$ cat config.mk
export PLATFORM = sky130hd
export DESIGN_NAME = cfgr_router
export DESIGN_NICKNAME = d
export VERILOG_FILES = /design/src/rtl/cfgr_pkg.sv /design/src/rtl/cfgr_decode.sv /design/src/rtl/cfgr_bridge_regs.sv /design/src/rtl/cfgr_router.sv
export SDC_FILE = /design/constraint.sdc
export NUM_CORES = 1
export LEC_CHECK = 0
export ABC_CLOCK_PERIOD_IN_PS = 4900
export CAP_MARGIN = 10
export CORE_AREA = 3 3 182 184
export DETAILED_ROUTE_END_ITERATION = 6
export DIE_AREA = 0 0 185 187
export PLACE_DENSITY = 0.58
export SYNTH_ARGS = -nofsm -noshare
export SYNTH_HDL_FRONTEND = slang
export SYNTH_SLANG_ARGS = --single-unit
$ cat constraint.sdc
create_clock -name clk -period 4.9 [get_ports clk]
set_input_delay 0.98 -clock clk [delete_from_list [all_inputs] [get_ports clk]]
set_output_delay 0.98 -clock clk [all_outputs]
set_load 0.03 [all_outputs]
$ cat src/rtl/cfgr_pkg.sv
package cfgr_pkg;

  localparam logic [7:0]  OFS_SECBUS_BYTE = 8'h19;
  localparam logic [7:0]  OFS_SECBUS_WORD = 8'h18;
  localparam logic [31:0] IMG_CLASS_DW    = 32'h0604_0000;
  localparam logic [31:0] IMG_HEADER_DW   = 32'h0081_0000;

  function automatic logic [31:0] len_mask(input logic [2:0] len);
    case (len)
      3'd1:    return 32'h0000_00FF;
      3'd2:    return 32'h0000_FFFF;
      default: return 32'hFFFF_FFFF;
    endcase
  endfunction

endpackage

$ cat src/rtl/cfgr_decode.sv
module cfgr_decode #(
  parameter int N_ROOT    = 4,
  parameter int N_BRIDGE  = 2,
  parameter int N_SEC     = 3,
  parameter int DEVFN_MIN = 8,
  parameter int ROOT_BUS  = 0,
  parameter int FW        = 4,
  parameter int BW        = 1
) (
  input  logic [15:0]   bus_devfn,
  input  logic          sec_vld [N_BRIDGE],
  input  logic [7:0]    sec_num [N_BRIDGE],
  output logic          hit,
  output logic          to_bridge,
  output logic [FW-1:0] func,
  output logic [BW-1:0] bridge_idx
);

  logic [7:0]    bus;
  logic [7:0]    devfn;
  logic [8:0]    rel;
  logic          on_root;
  logic          sec_hit;
  logic [BW-1:0] sec_sel;
  logic          root_slot_ok;
  logic          sec_slot_ok;

  assign bus   = bus_devfn[15:8];
  assign devfn = bus_devfn[7:0];

  always_comb begin
    on_root = (bus == 8'(ROOT_BUS));
    sec_hit = 1'b0;
    sec_sel = '0;
    // descending scan: the lowest matching bridge is taken last and wins
    for (int b = N_BRIDGE - 1; b >= 0; b--) begin
      if (sec_vld[b] && sec_num[b] == bus) begin
        sec_hit = 1'b1;
        sec_sel = BW'(b);
      end
    end
    rel          = {1'b0, devfn} - 9'(DEVFN_MIN);
    root_slot_ok = !rel[8] && (rel[2:0] == 3'd0) && (int'(rel[7:3]) < N_ROOT);
    sec_slot_ok  = (devfn[2:0] == 3'd0) && (int'(devfn[7:3]) < N_SEC);

    hit        = 1'b0;
    to_bridge  = 1'b0;
    func       = '0;
    bridge_idx = '0;
    if (on_root) begin
      hit        = root_slot_ok;
      func       = FW'(rel[7:3]);
      to_bridge  = root_slot_ok && (int'(rel[7:3]) < N_BRIDGE);
      bridge_idx = BW'(rel[7:3]);
    end else if (sec_hit) begin
      hit  = sec_slot_ok;
      func = FW'(N_ROOT + int'(sec_sel) * N_SEC + int'(devfn[7:3]));
    end
  end

endmodule

$ cat src/rtl/cfgr_bridge_regs.sv
module cfgr_bridge_regs
  import cfgr_pkg::*;
#(
  parameter int N_BRIDGE = 2,
  parameter int BW       = 1
) (
  input  logic          clk,
  input  logic          rst,
  input  logic          wr_en,
  input  logic [BW-1:0] wr_bridge,
  input  logic [7:0]    wr_offset,
  input  logic [2:0]    wr_len,
  input  logic [15:0]   wr_data,
  input  logic [BW-1:0] rd_bridge,
  input  logic [5:0]    rd_dw,
  output logic [31:0]   rd_dword,
  output logic          sec_vld [N_BRIDGE],
  output logic [7:0]    sec_num [N_BRIDGE]
);

  for (genvar b = 0; b < N_BRIDGE; b++) begin : g_br
    always_ff @(posedge clk) begin
      if (rst) begin
        sec_vld[b] <= 1'b0;
        sec_num[b] <= 8'h00;
      end else if (wr_en && wr_bridge == BW'(b)) begin
        if (wr_offset == OFS_SECBUS_BYTE) begin
          sec_vld[b] <= 1'b1;
          sec_num[b] <= wr_data[7:0];
        end else if (wr_offset == OFS_SECBUS_WORD && wr_len >= 3'd2) begin
          sec_vld[b] <= 1'b1;
          sec_num[b] <= wr_data[15:8];
        end
      end
    end
  end

  always_comb begin
    case (rd_dw)
      6'h02:   rd_dword = IMG_CLASS_DW;
      6'h03:   rd_dword = IMG_HEADER_DW;
      6'h06:   rd_dword = {16'h0000, sec_num[rd_bridge], 8'h00};
      default: rd_dword = 32'h0;
    endcase
  end

endmodule

$ cat src/rtl/cfgr_router.sv
module cfgr_router
  import cfgr_pkg::*;
#(
  parameter int N_ROOT    = 4,
  parameter int N_BRIDGE  = 2,
  parameter int N_SEC     = 3,
  parameter int DEVFN_MIN = 8,
  parameter int ROOT_BUS  = 0,
  localparam int NF       = N_ROOT + N_BRIDGE * N_SEC,
  localparam int FW       = (NF > 1) ? $clog2(NF) : 1,
  localparam int BW       = (N_BRIDGE > 1) ? $clog2(N_BRIDGE) : 1
) (
  input  logic            clk,
  input  logic            rst,
  input  logic            req_valid,
  input  logic            req_write,
  input  logic [23:0]     req_addr,
  input  logic [2:0]      req_len,
  input  logic [31:0]     req_wdata,
  input  logic [NF*32-1:0] fn_rdata,
  output logic            fwd_valid,
  output logic            fwd_write,
  output logic [FW-1:0]   fwd_func,
  output logic [7:0]      fwd_offset,
  output logic [2:0]      fwd_len,
  output logic [31:0]     fwd_wdata,
  output logic            rsp_valid,
  output logic [31:0]     rsp_rdata
);

  logic          hit;
  logic          to_bridge;
  logic [FW-1:0] func;
  logic [BW-1:0] bridge_idx;
  logic          sec_vld [N_BRIDGE];
  logic [7:0]    sec_num [N_BRIDGE];
  logic [31:0]   br_dword;
  logic [31:0]   fn_word;
  logic [31:0]   rd_value;
  logic          br_wr;

  cfgr_decode #(
    .N_ROOT(N_ROOT), .N_BRIDGE(N_BRIDGE), .N_SEC(N_SEC),
    .DEVFN_MIN(DEVFN_MIN), .ROOT_BUS(ROOT_BUS), .FW(FW), .BW(BW)
  ) u_decode (
    .bus_devfn (req_addr[23:8]),
    .sec_vld   (sec_vld),
    .sec_num   (sec_num),
    .hit       (hit),
    .to_bridge (to_bridge),
    .func      (func),
    .bridge_idx(bridge_idx)
  );

  assign br_wr = req_valid && req_write && hit && to_bridge;

  cfgr_bridge_regs #(.N_BRIDGE(N_BRIDGE), .BW(BW)) u_bridges (
    .clk      (clk),
    .rst      (rst),
    .wr_en    (br_wr),
    .wr_bridge(bridge_idx),
    .wr_offset(req_addr[7:0]),
    .wr_len   (req_len),
    .wr_data  (req_wdata[15:0]),
    .rd_bridge(bridge_idx),
    .rd_dw    (req_addr[7:2]),
    .rd_dword (br_dword),
    .sec_vld  (sec_vld),
    .sec_num  (sec_num)
  );

  // forwarding strobe in the request cycle
  assign fwd_valid  = req_valid && hit && !to_bridge;
  assign fwd_write  = req_write;
  assign fwd_func   = func;
  assign fwd_offset = req_addr[7:0];
  assign fwd_len    = req_len;
  assign fwd_wdata  = req_wdata;

  always_comb begin
    fn_word = 32'h0;
    for (int i = 0; i < NF; i++) begin
      if (func == FW'(i)) fn_word = fn_rdata[i*32 +: 32];
    end
  end

  always_comb begin
    if (!hit)
      rd_value = len_mask(req_len);
    else if (to_bridge)
      rd_value = (br_dword >> {req_addr[1:0], 3'b000}) & len_mask(req_len);
    else
      rd_value = fn_word & len_mask(req_len);
  end

  always_ff @(posedge clk) begin
    if (rst) begin
      rsp_valid <= 1'b0;
      rsp_rdata <= 32'h0;
    end else begin
      rsp_valid <= req_valid;
      if (req_valid) rsp_rdata <= req_write ? 32'h0 : rd_value;
    end
  end

endmodule

==> results of run 1 <==
## path summary, 6_finish.rpt
kind	endpoint	cells past startpoint
max reg2reg	rsp_rdata[25]	20
min	u_bridges.sec_vld[0]	2
max	fwd_func[3]	16
min reg2reg	u_bridges.sec_vld[0]	2
## cells by family (layout without fill, tap and decap cells)
group                    Yosys count  in the layout  synth area share
AND/OR/NAND/NOR                  349            349             0.264
AO/OA/AOI/OAI                    297            297             0.324
buffers and inverters            132            621             0.123
multiplexers                      52             52            0.0856
flip-flops                        51             51             0.162
XOR/XNOR                          20             20            0.0278
adder cells (fa/ha/maj)            6              6            0.0131
other                              0              7                 0
## flip-flops by register name (all words and copies together), names as in the netlist
| name | count |
|---|---|
| u_bridges.sec_num | 16 |
| rsp_rdata | 32 |
| u_bridges.sec_vld | 2 |
| rsp_valid | 1 |
## Yosys cell counts, types with 19 or more instances
library cell / count / area share
o21ai_0: 50 / 0.040
buf_2: 26 / 0.021
mux2i_1: 37 / 0.059
dfxtp_1: 51 / 0.16
xnor2_1: 20 / 0.028
a211oi_1: 19 / 0.023
nand3_1: 25 / 0.020
a31oi_1: 20 / 0.020
nand2_1: 155 / 0.092
buf_4: 56 / 0.067
clkbuf_1: 22 / 0.013
nor3_1: 22 / 0.017
nor2_1: 67 / 0.040
a22oi_1: 20 / 0.024
a21oi_1: 59 / 0.047
## metal layers
| metal | wire length (µm) | track usage |
|---|---|---|
| met3 | 3660 | 0.0609 |
| met2 | 22200 | 0.426 |
| met1 | 17400 | 0.281 |
| met5 | 34 | 0 |
| met4 | 1350 | 0.0854 |
## cell type report
cell class	count	area (µm²)
diodes	7	17.5
clock buffers	5	125
clock inverters	2	37.5
fillers	3296	19300
inverters	22	95.1
multi-input cells	724	4750
flip-flops and latches	51	1020
well taps	402	503
repair buffers	592	5700
## worst reg2reg max path, stage by stage (launching register included)
cell       delay [ns]
dfxtp_1          0.40
xnor2_1          0.15
nand4_1          0.19
nor3_2           0.22
nor2b_4          0.24
ha_4             0.23
ha_4             0.15
inv_2            0.05
fa_2             0.43
inv_2            0.08
o21ai_2          0.05
or4_1            0.40
and3_4           0.21
inv_6            0.07
buf_12           0.11
nor3_4           0.04
buf_4            0.17
a2111oi_1        0.39
o221ai_1         0.26
a211oi_1         0.34
a211o_1          0.14
## power by group
part | internal (mW) | switching (mW) | total (mW)
sequential | 0.435 | 0.0131 | 0.448
clock | 0.239 | 0.189 | 0.428
combinational | 0.390 | 0.261 | 0.652
## stage by stage
stage / power, mW / cell area (µm²) / setup WS [ns]
after CTS: 1.53 / 12100 / 0.00639
after global routing: 1.59 / 12200 / -0.186
final: 1.53 / 12200 / 0.0132
after detailed placement: 1.09 / 11700 / -0.976
after global placement: 1.09 / 11700 / -0.917
after floorplan: 0.681 / 6330 / -0.00330
## timing repair
action                                  in CTS  in global routing
cloned                                       0                  1
setup buffers                               12                  7
pin swaps                                   16                 29
endpoints found under the setup margin      35                 34
resized for setup                           42                 48
==> summary.txt, run 1 <==
Run status
  • Status: completed

STA
  • Worst hold slack: 0.455 ns
  • Slew Limit Headroom: 0.469
  • Max Slew Vio Count: 0
  • Worst slew pin tran: 0.796 ns
  • Min Clock Period, post-route: 4.89 ns
  • Unrepaired setup endpoints after global routing: yes
  • Fin crit share: 0.997
  • Layout Skew: 0.00946 ns
  • Hold Vio Cnt, Final: 0
  • Final TNS setup: 0 ns
  • Max Clock Freq: 205 MHz
  • Final setup fails: 0

Drt
  • DRT iter0 DRCs: 546
  • Per-cell routed wire length: 24.7 µm
  • Drc violations: 0
  • Final ANT Viol Nets: 0
  • Vias per cell: 5.15
  • Final WL: 44600 µm
  • Detailed Routing Iterations Pass 1: 6
  • Vias: 9294

Global routing
  • Overall routing resource usage: 0.242
  • Initial antenna violation count: 9
  • Total grt overflow: 0
  • Pin count of the biggest net entering global routing: 30
  • First-pass GRT wire length: 62500 µm
  • Vias in the first global route: 9679

Setup path
  • Critical path data arrival time: 3.91 ns
  • Worst setup EP type: output port
  • CP top delay family: simple AND/OR/NAND/NOR gates
  • CP bufs+invs: 5
  • CP peak stage delay: 0.54 ns
  • Worst Setup Path Type: in2out
  • Crit start category: input pin
  • RR Startpoint: u_bridges.sec_num[6]
  • R2r setup slk: 0.53 ns
  • WP data required: 3.92 ns
  • Critical Path, Cell by Cell: buf_6 -> xnor2_1 -> nand4_1 -> nor3_2 -> nor2b_4 -> ha_4 -> ha_4 -> inv_2 -> fa_2 -> xnor2_2 -> o21ai_1 -> or4_1 -> and3_4 -> inv_8 -> buf_8 -> buf_6
  • Critical path's slowest cell: or4_1
  • Worst-path maximum fanout: 5
  • Critical Path Start: req_addr[16]

Clock tree
  • CTS sink count: 51
  • Num CTS Buffers: 5
  • Clock-pin slew on the worst setup and hold paths: 0.08 ns
  • H-tree levels: 2
  • # hold bufs at CTS: 0
  • Clk_lat worst skew: 0.31 ns
  • Root Buffer: clkbuf_16
  • Max Root-Sink Buffers: 2
  • CTS tree: done

Die
  • Core area: 31600 µm²
  • Die Y: 187 µm
  • Initial Utilization: 0.200
  • Die Area: 34600 µm²
  • Die Span X: 185 µm
  • FP Rows: 65
  • I/O pin cnt: 465

Logic synthesis
  • Main synth FF type: dfxtp_1
  • Synthesized instance count: 907
  • Unique masters post-synth: 80
  • Ys async rst share: 0
  • Synth Cell Area: 6300 µm²
  • Synthesized area per cell: 6.95 µm²
  • FF+latch count, synth: 51
  • Post-synthesis sequential area ratio: 0.162
  • Yosys warns: 0
  • Number of synthesized flops with an enable pin: 0
  • Mapped Nets: 1296

Hold path
  • Worst hold-check path type: reg2reg
  • Min-delay src: u_bridges.sec_vld[0]

Flow run
  • Maximum Capacitance Violations: 0

Power
  • Maximum VDD drop: 0.000119 V
  • Leak: 4.78 nW
  • Cell Pwr Density: 125 nW/µm²

Cells and area
  • Commonest cells after routing, fill and taps aside: clkdlybuf4s50_1, nand2_1, buf_4, nor2_1, a21oi_1
  • Non-Filler Instances: 1805
  • Commonest non-fill, non-tap cell in the layout: clkdlybuf4s50_1
  • Layout cells sized above 1: 0.181
  • NumNets Final: 1785
  • Area Growth Syn to Fin: 94.3%
  • Final core utilization: 0.388

Placement
  • Hpwl dp: 37000 µm
  • Routability cong.: 0.941
  • I/O Buffers: 432
  • Inst Count DP: 1773
Power figures use the tool's default switching activity.
==> run 2: changes to the inputs <==
Settings changed: ABC_CLOCK_PERIOD_IN_PS 4900 to 5900, CORE_AREA 3 3 182 184 to 3 3 178 180, CTS_CLUSTER_SIZE set to 14, DIE_AREA 0 0 185 187 to 0 0 181 183.
Clock period 4.9 ns to 5.9 ns, I/O delays scaled along.
==> run 2 against run 1 <==
Critical path type unchanged. Register-to-register slack better by 0.84 ns. Critical endpoint is now fwd_func[2]. Clock power is 18% lower. Final area is 7.1% lower. First-iteration DRC count is 42% higher. Hold slack worse by 0.0049 ns. Via count is 1.9% lower. Sequential power is 17% lower. Combinational power is 18% lower. Largest power group unchanged. Cell count is 4.8% lower. Clock-buffer cell count stayed put.
==> summary.txt, run 2 (synthesized netlist as in run 1, its figures left out) <==
Placement
  • Worst slack, placed: -0.472 ns
  • Post-DP Area: 11200 µm²
  • I/O Buffers: 432
  • Inst Count DP: 1708
  • Routability cong.: 0.988
  • Hpwl dp: 36900 µm

Clock tree
  • Clock-pin slew on the worst setup and hold paths: 0.07 ns
  • CTS sink count: 51
  • Num CTS Buffers: 5
  • H-tree levels: 2
  • CTS tree: done
  • Root Buffer: clkbuf_16
  • Clk_lat worst skew: 0.30 ns
  • Post-CTS Setup Bufs: 0
  • Max Root-Sink Buffers: 2

STA
  • Min Clock Period, post-route: 5.71 ns
  • Worst hold slack: 0.450 ns
  • Worst slew pin tran: 1.07 ns
  • Max Clock Freq: 175 MHz
  • Final setup fails: 0
  • Max Slew Vio Count: 0
  • Unrepaired setup endpoints after global routing: no
  • Hold Vio Cnt, Final: 0
  • Layout Skew: 0.00946 ns
  • Final setup margin: 0.192 ns
  • Slew Limit Headroom: 0.281
  • Fin crit share: 0.967

Drt
  • Final ANT Viol Nets: 0
  • DRT iter0 DRCs: 778
  • Detailed Routing Iterations Pass 1: 7
  • Vias per cell: 5.31
  • Final WL: 43800 µm
  • Drc violations: 0
  • Vias: 9119
  • Per-cell routed wire length: 25.5 µm

Hold path
  • Min-delay src: u_bridges.sec_vld[0]
  • Worst hold endpoint: u_bridges.sec_vld[0]
  • Hold path cells: 2
  • Worst hold-check path type: reg2reg

Cells and area
  • Area of the multi-input gates: 4550 µm²
  • Final Cell Area: 11400 µm²
  • Register Area: 1020 µm²
  • Layout cells sized above 1: 0.106
  • Fillers: 3233
  • Number of flip-flops under the largest register name: 32
  • Area Growth Syn to Fin: 80.4%
  • Largest Register: rsp_rdata
  • Commonest cells after routing, fill and taps aside: clkdlybuf4s50_1, nand2_1, buf_4, nor2_1, a21oi_1
  • Top Registers: rsp_rdata (32), u_bridges.sec_num (16), u_bridges.sec_vld (2)
  • NumNets Final: 1708
  • Commonest non-fill, non-tap cell in the layout: clkdlybuf4s50_1
  • Non-Filler Instances: 1718

Power
  • Leak: 4.31 nW
  • Cell Pwr Density: 111 nW/µm²
  • Maximum VDD drop: 0.000102 V

Global routing
  • Initial antenna violation count: 13
  • Pin count of the biggest net entering global routing: 45
  • Overall routing resource usage: 0.249
  • Total grt overflow: 0
  • Vias in the first global route: 9188
  • First-pass GRT wire length: 62400 µm

Die
  • I/O pin cnt: 465
  • FP Rows: 64
  • Core area: 30300 µm²
  • Initial Utilization: 0.208
  • Die Span X: 181 µm
  • Die Area: 33100 µm²
  • Die Y: 183 µm

Setup path
  • RR Startpoint: u_bridges.sec_num[10]
  • R2r setup slk: 1.37 ns
  • Worst setup EP type: output port
  • RR Endpoint: rsp_rdata[25]
  • Crit start category: input pin
  • Worst reg2reg path depth: 19
  • Critical path data arrival time: 4.53 ns
  • Worst Setup Path Type: in2out
  • Worst-path maximum fanout: 4
  • WP data required: 4.72 ns

Run status
  • Status: completed

Flow run
  • Maximum Capacitance Violations: 0
run 2: changes by cell type in the layout (fill, tap and decap cells not counted), sizes merged:
cell,previous run,this run
buf,169,87
clkdlybuf4s50,419,428
diode,7,3
clkbuf,9,5
run 2: power breakdown:
group / leakage, nW / switching [mW] / internal, mW
logic: 3.82 / 0.216 / 0.317
clock network: 0.0759 / 0.154 / 0.199
registers: 0.418 / 0.0111 / 0.361
total: 4.31 / 0.381 / 0.877
run 2: layout make-up:
| type | count | area share |
|---|---|---|
| Timing Repair Buffer | 515 | 0.444 |
| Clock inverter | 2 | 0.00330 |
| Clock buffer | 5 | 0.0110 |
| Tap cell | 396 | 0.0436 |
| Multi-Input combinational cell | 724 | 0.400 |
| Inverter | 22 | 0.00770 |
| Antenna cell | 3 | 0.000660 |
| Sequential cell | 51 | 0.0898 |
run 2: repair_timing:
action / in CTS / in global routing
hold buffers: 0 / 0
pin swaps: 0 / 2
gates cloned: 0 / 0
gates resized for setup: 2 / 6
setup endpoints to repair: 1 / 4
run 2: critical path, stage by stage:
cell	delay (ns)
clkdlybuf4s50_1	0.56
xnor2_1	0.15
nand3_1	0.13
nor3_2	0.21
nor2b_2	0.20
ha_1	0.24
ha_1	0.18
inv_1	0.07
fa_1	0.41
inv_1	0.10
o21ai_2	0.06
or4_1	0.53
and3_4	0.23
inv_4	0.09
buf_4	0.18
run 2: routing by layer:
metal / global-route usage / wire, µm / part of all wire / vias up
met4: 0.0728 / 1520 / 0.035 / 18
li1: - / - / - / 4185
met2: 0.456 / 21900 / 0.50 / 497
met3: 0.0599 / 3380 / 0.077 / 83
met1: 0.290 / 16900 / 0.39 / 4336
met5: 0 / 119 / 0.0027 / -
run 2: per-stage QoR:
stage | util | power [mW] | setup TNS (ns)
after detailed placement | 0.368 | 0.910 | -0.691
final | 0.375 | 1.26 | 0
after global placement | 0.368 | 0.912 | -0.544
after CTS | 0.374 | 1.27 | 0
after global routing | 0.375 | 1.31 | 0
after floorplan | - | 0.565 | 0
run 2: worst max-delay path by stage:
stage / startpoint / to / depth (start not counted)
floorplan: req_addr[16] / fwd_func[3] / 15
global placement: req_addr[22] / rsp_rdata[2] / 19
detailed placement: req_addr[22] / rsp_rdata[2] / 19
CTS: req_addr[22] / fwd_func[2] / 15
global route: req_addr[17] / fwd_func[3] / 16
finish: req_addr[18] / fwd_func[2] / 15
